===== src/rtl/ivt_pkg.sv =====
package ivt_pkg;
   localparam int NUM_REGS = 6;
   localparam int CTRL_W   = 4;

   typedef enum logic [2:0] {
      IX_STATUS  = 3'd0,
      IX_CTRL    = 3'd1,
      IX_PER_LO  = 3'd2,
      IX_PER_HI  = 3'd3,
      IX_SNAP_LO = 3'd4,
      IX_SNAP_HI = 3'd5
   } reg_ix_e;

   // control bit positions
   localparam int CB_IEN   = 0;
   localparam int CB_CONT  = 1;
   localparam int CB_START = 2;
   localparam int CB_STOP  = 3;
endpackage


===== src/rtl/ivt_counter.sv =====
module ivt_counter #(
   parameter int DATA_W = 16,
   parameter int CNT_W  = 32,
   parameter int STEP   = 2
) (
   input  logic              clk,
   input  logic              rst_n,
   input  logic              per_wr_lo,
   input  logic              per_wr_hi,
   input  logic [DATA_W-1:0] wdata,
   input  logic              run,
   input  logic              cont,
   output logic [CNT_W-1:0]  period,
   output logic [CNT_W-1:0]  count,
   output logic              expire
);
   localparam int NHALF = CNT_W / DATA_W;

   logic [NHALF-1:0] half_wr;
   logic [CNT_W-1:0] period_q, period_next, count_q, dec;
   logic             load, hold, tick;

   assign half_wr = NHALF'({per_wr_hi, per_wr_lo});
   assign load    = |half_wr;

   for (genvar h = 0; h < NHALF; h++) begin : g_half
      always_ff @(posedge clk) begin
         if (!rst_n)          period_q[h*DATA_W +: DATA_W] <= '0;
         else if (half_wr[h]) period_q[h*DATA_W +: DATA_W] <= wdata;
      end
      assign period_next[h*DATA_W +: DATA_W] = half_wr[h] ? wdata : period_q[h*DATA_W +: DATA_W];
   end

   assign hold   = !cont && (count_q == period_q);
   assign tick   = run && !hold && !load;
   assign dec    = (count_q > CNT_W'(STEP)) ? count_q - CNT_W'(STEP) : '0;
   assign expire = tick && (dec == '0);

   always_ff @(posedge clk) begin
      if (!rst_n)      count_q <= '0;
      else if (load)   count_q <= period_next;
      else if (expire) count_q <= period_q;
      else if (tick)   count_q <= dec;
   end

   assign period = period_q;
   assign count  = count_q;

   p_load_r4: assert property (@(posedge clk) disable iff (!rst_n)
      load |=> count_q == period_q);
   p_hold_r5: assert property (@(posedge clk) disable iff (!rst_n)
      (!run && !load) |=> $stable(count_q));
   p_down_r6: assert property (@(posedge clk) disable iff (!rst_n)
      (tick && !expire) |=> count_q < $past(count_q));
endmodule


===== src/rtl/ivt_ctrl.sv =====
module ivt_ctrl
   import ivt_pkg::*;
(
   input  logic              clk,
   input  logic              rst_n,
   input  logic              ctrl_wr,
   input  logic              status_wr,
   input  logic [CTRL_W-1:0] ctrl_wdata,
   input  logic              to_wdata,
   input  logic              expire,
   output logic [CTRL_W-1:0] ctrl,
   output logic              to_flag
);
   always_ff @(posedge clk) begin
      if (!rst_n)       ctrl <= '0;
      else if (ctrl_wr) ctrl <= ctrl_wdata;
   end

   always_ff @(posedge clk) begin
      if (!rst_n)         to_flag <= 1'b0;
      else if (expire)    to_flag <= 1'b1;
      else if (status_wr) to_flag <= to_wdata;
   end

   p_to_set_r7: assert property (@(posedge clk) disable iff (!rst_n)
      expire |=> to_flag);
   p_to_clr_r9: assert property (@(posedge clk) disable iff (!rst_n)
      (status_wr && !to_wdata && !expire) |=> !to_flag);
endmodule


===== src/rtl/ivt_rdport.sv =====
module ivt_rdport
   import ivt_pkg::*;
#(
   parameter int ADDR_W = 5,
   parameter int DATA_W = 16,
   parameter int CNT_W  = 32
) (
   input  logic              clk,
   input  logic              rst_n,
   input  logic              rd_en,
   input  logic [ADDR_W-1:0] word_off,
   input  logic              run,
   input  logic              to_flag,
   input  logic [CTRL_W-1:0] ctrl,
   input  logic [CNT_W-1:0]  period,
   input  logic [CNT_W-1:0]  count,
   output logic [DATA_W-1:0] rdata
);
   logic [CNT_W-1:0]  snap_q;
   logic [DATA_W-1:0] rdata_q, word;
   logic              sel_snap_q, sel_hi_q, is_snap;

   assign is_snap = (word_off == ADDR_W'(IX_SNAP_LO)) || (word_off == ADDR_W'(IX_SNAP_HI));

   always_comb begin
      word = '0;
      if (word_off == ADDR_W'(IX_STATUS))      word = {{(DATA_W-2){1'b0}}, run, to_flag};
      else if (word_off == ADDR_W'(IX_CTRL))   word = {{(DATA_W-CTRL_W){1'b0}}, ctrl};
      else if (word_off == ADDR_W'(IX_PER_LO)) word = period[DATA_W-1:0];
      else if (word_off == ADDR_W'(IX_PER_HI)) word = period[CNT_W-1:DATA_W];
   end

   always_ff @(posedge clk) begin
      if (!rst_n) begin
         snap_q     <= '0;
         rdata_q    <= '0;
         sel_snap_q <= 1'b0;
         sel_hi_q   <= 1'b0;
      end else if (rd_en) begin
         rdata_q    <= word;
         sel_snap_q <= is_snap;
         sel_hi_q   <= (word_off == ADDR_W'(IX_SNAP_HI));
         if (is_snap) snap_q <= count;
      end
   end

   assign rdata = sel_snap_q ? (sel_hi_q ? snap_q[CNT_W-1:DATA_W] : snap_q[DATA_W-1:0]) : rdata_q;

   p_oor_r11: assert property (@(posedge clk) disable iff (!rst_n)
      (rd_en && word_off >= ADDR_W'(NUM_REGS)) |=> rdata == '0);
   p_snap_r10: assert property (@(posedge clk) disable iff (!rst_n)
      (rd_en && word_off == ADDR_W'(IX_SNAP_LO)) |=> rdata == $past(count[DATA_W-1:0]));
endmodule


===== src/rtl/ivtimer.sv =====
module ivtimer
   import ivt_pkg::*;
#(
   parameter int ADDR_W = 5,
   parameter int DATA_W = 16,
   parameter int CNT_W  = 32,
   parameter int STEP   = 2
) (
   input  logic              clk,
   input  logic              rst_n,
   input  logic              bus_wr,
   input  logic              bus_rd,
   input  logic [ADDR_W-1:0] bus_addr,
   input  logic [DATA_W-1:0] bus_wdata,
   output logic [DATA_W-1:0] bus_rdata,
   output logic              irq
);
   if (CNT_W != 2 * DATA_W) begin : g_bad_width
      $error("CNT_W must be twice DATA_W");
   end
   if (DATA_W < CTRL_W) begin : g_bad_data
      $error("DATA_W too narrow for control word");
   end
   if (ADDR_W < 5) begin : g_bad_addr
      $error("ADDR_W cannot reach six word registers");
   end
   if (STEP < 1) begin : g_bad_step
      $error("STEP must be positive");
   end

   logic [ADDR_W-1:0] word_off;
   logic [CNT_W-1:0]  period, count;
   logic [CTRL_W-1:0] ctrl;
   logic              expire, to_flag, run;

   assign word_off = bus_addr >> 2;
   assign run      = ctrl[CB_START] && !ctrl[CB_STOP];

   ivt_counter #(.DATA_W(DATA_W), .CNT_W(CNT_W), .STEP(STEP)) u_cnt (
      .clk       (clk),
      .rst_n     (rst_n),
      .per_wr_lo (bus_wr && word_off == ADDR_W'(IX_PER_LO)),
      .per_wr_hi (bus_wr && word_off == ADDR_W'(IX_PER_HI)),
      .wdata     (bus_wdata),
      .run       (run),
      .cont      (ctrl[CB_CONT]),
      .period    (period),
      .count     (count),
      .expire    (expire)
   );

   ivt_ctrl u_ctrl (
      .clk        (clk),
      .rst_n      (rst_n),
      .ctrl_wr    (bus_wr && word_off == ADDR_W'(IX_CTRL)),
      .status_wr  (bus_wr && word_off == ADDR_W'(IX_STATUS)),
      .ctrl_wdata (bus_wdata[CTRL_W-1:0]),
      .to_wdata   (bus_wdata[0]),
      .expire     (expire),
      .ctrl       (ctrl),
      .to_flag    (to_flag)
   );

   ivt_rdport #(.ADDR_W(ADDR_W), .DATA_W(DATA_W), .CNT_W(CNT_W)) u_rd (
      .clk      (clk),
      .rst_n    (rst_n),
      .rd_en    (bus_rd),
      .word_off (word_off),
      .run      (run),
      .to_flag  (to_flag),
      .ctrl     (ctrl),
      .period   (period),
      .count    (count),
      .rdata    (bus_rdata)
   );

   assign irq = ctrl[CB_IEN] && to_flag;

   p_irq_rise_r8: assert property (@(posedge clk) disable iff (!rst_n)
      $rose(irq) |-> $past(expire) || $past(bus_wr));
endmodule


===== config.mk =====
export PLATFORM = sky130hd
export DESIGN_NAME = ivtimer
export DESIGN_NICKNAME = d
export VERILOG_FILES = /design/src/rtl/ivt_pkg.sv /design/src/rtl/ivt_counter.sv /design/src/rtl/ivt_ctrl.sv /design/src/rtl/ivt_rdport.sv /design/src/rtl/ivtimer.sv
export SDC_FILE = /design/constraint.sdc
export NUM_CORES = 1
export LEC_CHECK = 0
export ABC_AREA = 1
export BUFFER_PORTS_ARGS = -buffer_cell sky130_fd_sc_hd__clkbuf_2
export CAP_MARGIN = 20
export CORE_MARGIN = 3
export CORE_UTILIZATION = 55
export CTS_BUF_LIST = sky130_fd_sc_hd__clkbuf_4
export CTS_CLUSTER_SIZE = 12
export DETAILED_ROUTE_END_ITERATION = 7
export PLACE_DENSITY = 0.73
export SLEW_MARGIN = 20
export SYNTH_ARGS = -nofsm -noshare
export SYNTH_HDL_FRONTEND = slang
export SYNTH_SLANG_ARGS = --single-unit

===== constraint.sdc =====
create_clock -name clk -period 5.8 [get_ports clk]
set_input_delay 0.87 -clock clk [delete_from_list [all_inputs] [get_ports clk]]
set_output_delay 0.87 -clock clk [all_outputs]
set_load 0.05 [all_outputs]

==> key figures <==
Status
  – Run status: finished clean

Timing
  – Min Clock Period, post-route: ~3.3 ns
  – Final cycle utilization of the critical path: a little under three fifths
  – RSZ-0062 raised after global routing: false
  – Worst slew slack as a fraction of its limit: between 40% and 50%
  – Highest Clock Rate: roughly 0.31 GHz
  – Fin Hold WS: about 0.47 ns
  – Fin Clk Skew: about 0.018 ns
  – Aggregate negative setup slack: 0 ns
  – Fin. Hold Viols: 0
  – Slew of the pin with the lowest slew margin: between 0.7 and 0.8 ns
  – Total of endpoints with negative setup slack in the final report: 0
  – Final Max Slew Viols: 0
  – Worst setup margin: between 2 and 3 ns

Drt
  – Post-DR vias/cell: 5.847
  – Metal3 WL: around 2.1 mm
  – DR WL met2: approximately 11 mm
  – Final routed DRC violation total: 0
  – Post-Route WL: around 24 mm
  – Routed Antenna Nets: 0
  – Post-DR wirelength/cell: around 18 µm
  – Length of routed wiring on met1: approximately 10 mm
  – Total number of vias: ~7800
  – Detailed-routing iteration count for the pre-antenna-repair pass: 5
  – Violation count after the first detailed-route iteration: around 1100
  – Top metal layer carrying routed signals: met4

Cells and area
  – Area added between synthesis and finish: 8.070%
  – Layout cells sized above 1: under 10%
  – Layout Utilization: roughly three fifths
  – Multi-input combinational cell area: 3745 µm²
  – Fill cell instance count of the final layout: approximately 1300
  – Non-filler instance count after layout: between 1000 and 1500
  – Number of nets in the layout: about 1200
  – Register area: about 2400 µm²
  – Finished layout cell area: around 7500 µm²

Placement
  – Worst slack after detailed placement: roughly 2.3 ns
  – Number of buffer cells added on primary ports: 39
  – Total placed instance area: about 7100 µm²
  – Number of cells after detailed placement: between 1000 and 1500
  – GPL Wtd Cong: ~1.0
  – DP Wirelength: about 17 mm

Critical path
  – Worst Path Class, Setup: register to register
  – Crit end category: register
  – CP Launch Type: register
  – Worst endpoint data arrival time: 3.73 ns
  – Worst r2r src: u_cnt.count[10]
  – Crit path from: u_cnt.count[10]
  – Required time of the critical path: roughly 6.3 ns
  – Max FO, Critical Path: 33

Power and ir drop
  – Standby leakage power: 3.299 nW
  – Pwr/cell area: roughly 340 nW/µm²
  – Power after layout: between 2 and 3 mW
  – Maximum ir drop on the vdd rail: ~0.23 mV

Clock tree
  – Deepest clock path buffer count: 2
  – Clock root buffer: sky130_fd_sc_hd__clkbuf_4
  – Clock buffers created by TritonCTS: 17
  – Skew-Pair Late Insertion Delay: roughly 0.56 ns
  – Post-CTS resize count: 0
  – Clock sinks: 119
  – CTS tree: built
  – Worst-path clk slew: 0.12 ns
  – Cts hold-fix bufs: 0
  – Depth of the CTS H-tree: 4
  – Buffers inserted during post-CTS setup optimization: 0

Flow run
  – MaxCap Viol Count: 0

Synthesis
  – Distinct cell type count after synthesis: 28
  – Number of synthesized register bits: around 120
  – Avg Cell Area, Syn: roughly 6.1 µm²
  – Number of standard cells after synthesis: roughly 1100
  – Cell area after synthesis: between 6000 and 7000 µm²
  – Register area share after synthesis: between 30% and 40%
  – Share of async-settable or async-resettable flops after synthesis: 0%
  – Post-Synthesis Net Count: about 1200
  – Most instantiated flip-flop cell in the synthesis netlist: sky130_fd_sc_hd__dfxtp_1
  – Synth Warn #: 0
  – Count of flip-flops with a built-in enable after synthesis: 0

GRT
  – Maximum number of pins on one net before global-route repair: between 40 and 50
  – Number of global-route vias before repair: 7053
  – Total track usage: around a third
  – Number of antenna violations at the first check in global routing: 1
  – Remaining global-route overflow: 0
  – First-pass GRT wire length: about 38 mm

Floorplanning
  – Chip height: approximately 120 µm
  – Initial cell density of the core: 56.73%
  – Placeable Area: 12160 µm²
  – Total I/O pin count: 42
  – # rows: 40
  – Width of the die: roughly 120 µm
  – Total Die Area: 13920 µm²

Hold path
  – Start point of the worst hold path: u_rd.rdata_q[8]
  – Class of the tightest hold or removal check: register to register
synthesized netlist by cell type, types with 2 or more instances:
library cell / instances / area (µm²)
sky130_fd_sc_hd__dfxtp_1: 119 / 2382
sky130_fd_sc_hd__xnor2_1: 2 / 17.52
sky130_fd_sc_hd__nor2_2: 3 / 18.77
sky130_fd_sc_hd__buf_6: 5 / 56.30
sky130_fd_sc_hd__inv_1: 116 / 435.4
sky130_fd_sc_hd__nand3_1: 101 / 505.5
sky130_fd_sc_hd__nand3_2: 3 / 30.03
sky130_fd_sc_hd__nor2_4: 4 / 45.04
sky130_fd_sc_hd__clkbuf_1: 43 / 161.4
sky130_fd_sc_hd__nand4_1: 13 / 81.33
sky130_fd_sc_hd__nand2_1: 311 / 1167
sky130_fd_sc_hd__a31oi_1: 17 / 106.4
sky130_fd_sc_hd__buf_1: 2 / 7.510
sky130_fd_sc_hd__a21oi_1: 88 / 440.4
sky130_fd_sc_hd__nand2_2: 4 / 25.02
sky130_fd_sc_hd__nor2_1: 142 / 533.0
sky130_fd_sc_hd__nor3_1: 2 / 10.01
sky130_fd_sc_hd__o22ai_1: 48 / 300.3
sky130_fd_sc_hd__buf_2: 7 / 35.03
sky130_fd_sc_hd__inv_2: 18 / 67.56
sky130_fd_sc_hd__o21ai_0: 84 / 420.4
layer usage:
metal	GRT usage (%)	vias to the layer above
met5	0	-
li1	-	3717
met3	7.112	89
met2	53.72	443
met1	45.18	3528
met4	18.90	0
state kept, by name (all words and copies together), names as in the netlist:
signal           flops
u_cnt.count         32
u_cnt.period        32
u_ctrl.ctrl          4
u_ctrl.to_flag       1
u_rd.rdata_q        16
u_rd.sel_hi_q        1
u_rd.sel_snap_q      1
u_rd.snap_q         32
report_power, final:
| part | total [mW] | switching (mW) | internal (mW) |
|---|---|---|---|
| combinational | 0.917 | 0.649 | 0.268 |
| sequential | 0.885 | 0.0332 | 0.852 |
| clock | 0.735 | 0.342 | 0.393 |
layout make-up:
cell class | count | share of cell area (%)
Antenna cell | 1 | 0.03356
Timing Repair Buffer | 48 | 3.524
Inverter | 135 | 6.796
Multi-Input combinational cell | 827 | 50.23
Tap cell | 168 | 2.819
Clock buffer | 19 | 1.913
Clock inverter | 13 | 2.719
Sequential cell | 119 | 31.97
critical path, stage by stage (launching register included):
cell	delay [ns]
sky130_fd_sc_hd__dfxtp_1	0.38
sky130_fd_sc_hd__nor2_1	0.20
sky130_fd_sc_hd__nand2_1	0.13
sky130_fd_sc_hd__inv_2	0.13
sky130_fd_sc_hd__nand2_1	0.07
sky130_fd_sc_hd__nor2_2	0.09
sky130_fd_sc_hd__nand2_2	0.44
sky130_fd_sc_hd__nand3_1	0.35
sky130_fd_sc_hd__nand2_1	0.10
sky130_fd_sc_hd__nor2_1	0.15
sky130_fd_sc_hd__nand2_1	0.10
sky130_fd_sc_hd__nor2_4	0.17
sky130_fd_sc_hd__nand2_2	0.45
sky130_fd_sc_hd__nand2_1	0.20
sky130_fd_sc_hd__nand3_1	0.08
sky130_fd_sc_hd__a21oi_1	0.13
worst paths after layout:
check / slack [ns] / cells after the start / end
hold / removal: 0.47 / 2 / u_rd.rdata_q[8]
hold reg to reg: 0.47 / 2 / u_rd.rdata_q[8]
setup / recovery: 2.54 / 15 / u_cnt.count[18]
setup reg to reg: 2.54 / 15 / u_cnt.count[18]
placed cells by master (no fill, tap or decap):
master	count
sky130_fd_sc_hd__clkinvlp_4	2
sky130_fd_sc_hd__and2_1	1
sky130_fd_sc_hd__xnor2_1	2
sky130_fd_sc_hd__inv_2	18
sky130_fd_sc_hd__dfxtp_1	118
sky130_fd_sc_hd__inv_1	116
sky130_fd_sc_hd__clkbuf_2	39
sky130_fd_sc_hd__nor2_4	4
sky130_fd_sc_hd__o22ai_1	48
sky130_fd_sc_hd__dfxtp_2	1
sky130_fd_sc_hd__nor3_1	2
sky130_fd_sc_hd__nand2_2	4
sky130_fd_sc_hd__nand3_1	101
sky130_fd_sc_hd__a21oi_1	88
sky130_fd_sc_hd__clkinv_2	4
sky130_fd_sc_hd__clkbuf_4	19
sky130_fd_sc_hd__o21ai_0	84
sky130_fd_sc_hd__nand2_1	311
sky130_fd_sc_hd__o21ai_1	1
sky130_fd_sc_hd__nor2_2	4
sky130_fd_sc_hd__clkinv_1	1
sky130_fd_sc_hd__nand4_1	13
sky130_fd_sc_hd__ha_1	1
sky130_fd_sc_hd__inv_6	1
sky130_fd_sc_hd__nor2_1	141
sky130_fd_sc_hd__clkinv_4	1
sky130_fd_sc_hd__a31oi_1	17
sky130_fd_sc_hd__bufinv_16	5
sky130_fd_sc_hd__mux2i_1	1
sky130_fd_sc_hd__nand3_2	3
sky130_fd_sc_hd__diode_2	1
sky130_fd_sc_hd__o31ai_1	1
sky130_fd_sc_hd__buf_4	9
logic make-up after synthesis:
logic type	count (synthesis)	synth area share [%]
and+or+nand+nor	584	35.11
xor gates and xnor gates	2	0.2539
AOI/OAI and AO/OA	239	18.55
muxes	1	0.1451
adders and majority gates	1	0.1813
DFF	119	34.53
buffers and inverters	193	11.23
Power figures use the tool's default switching activity.
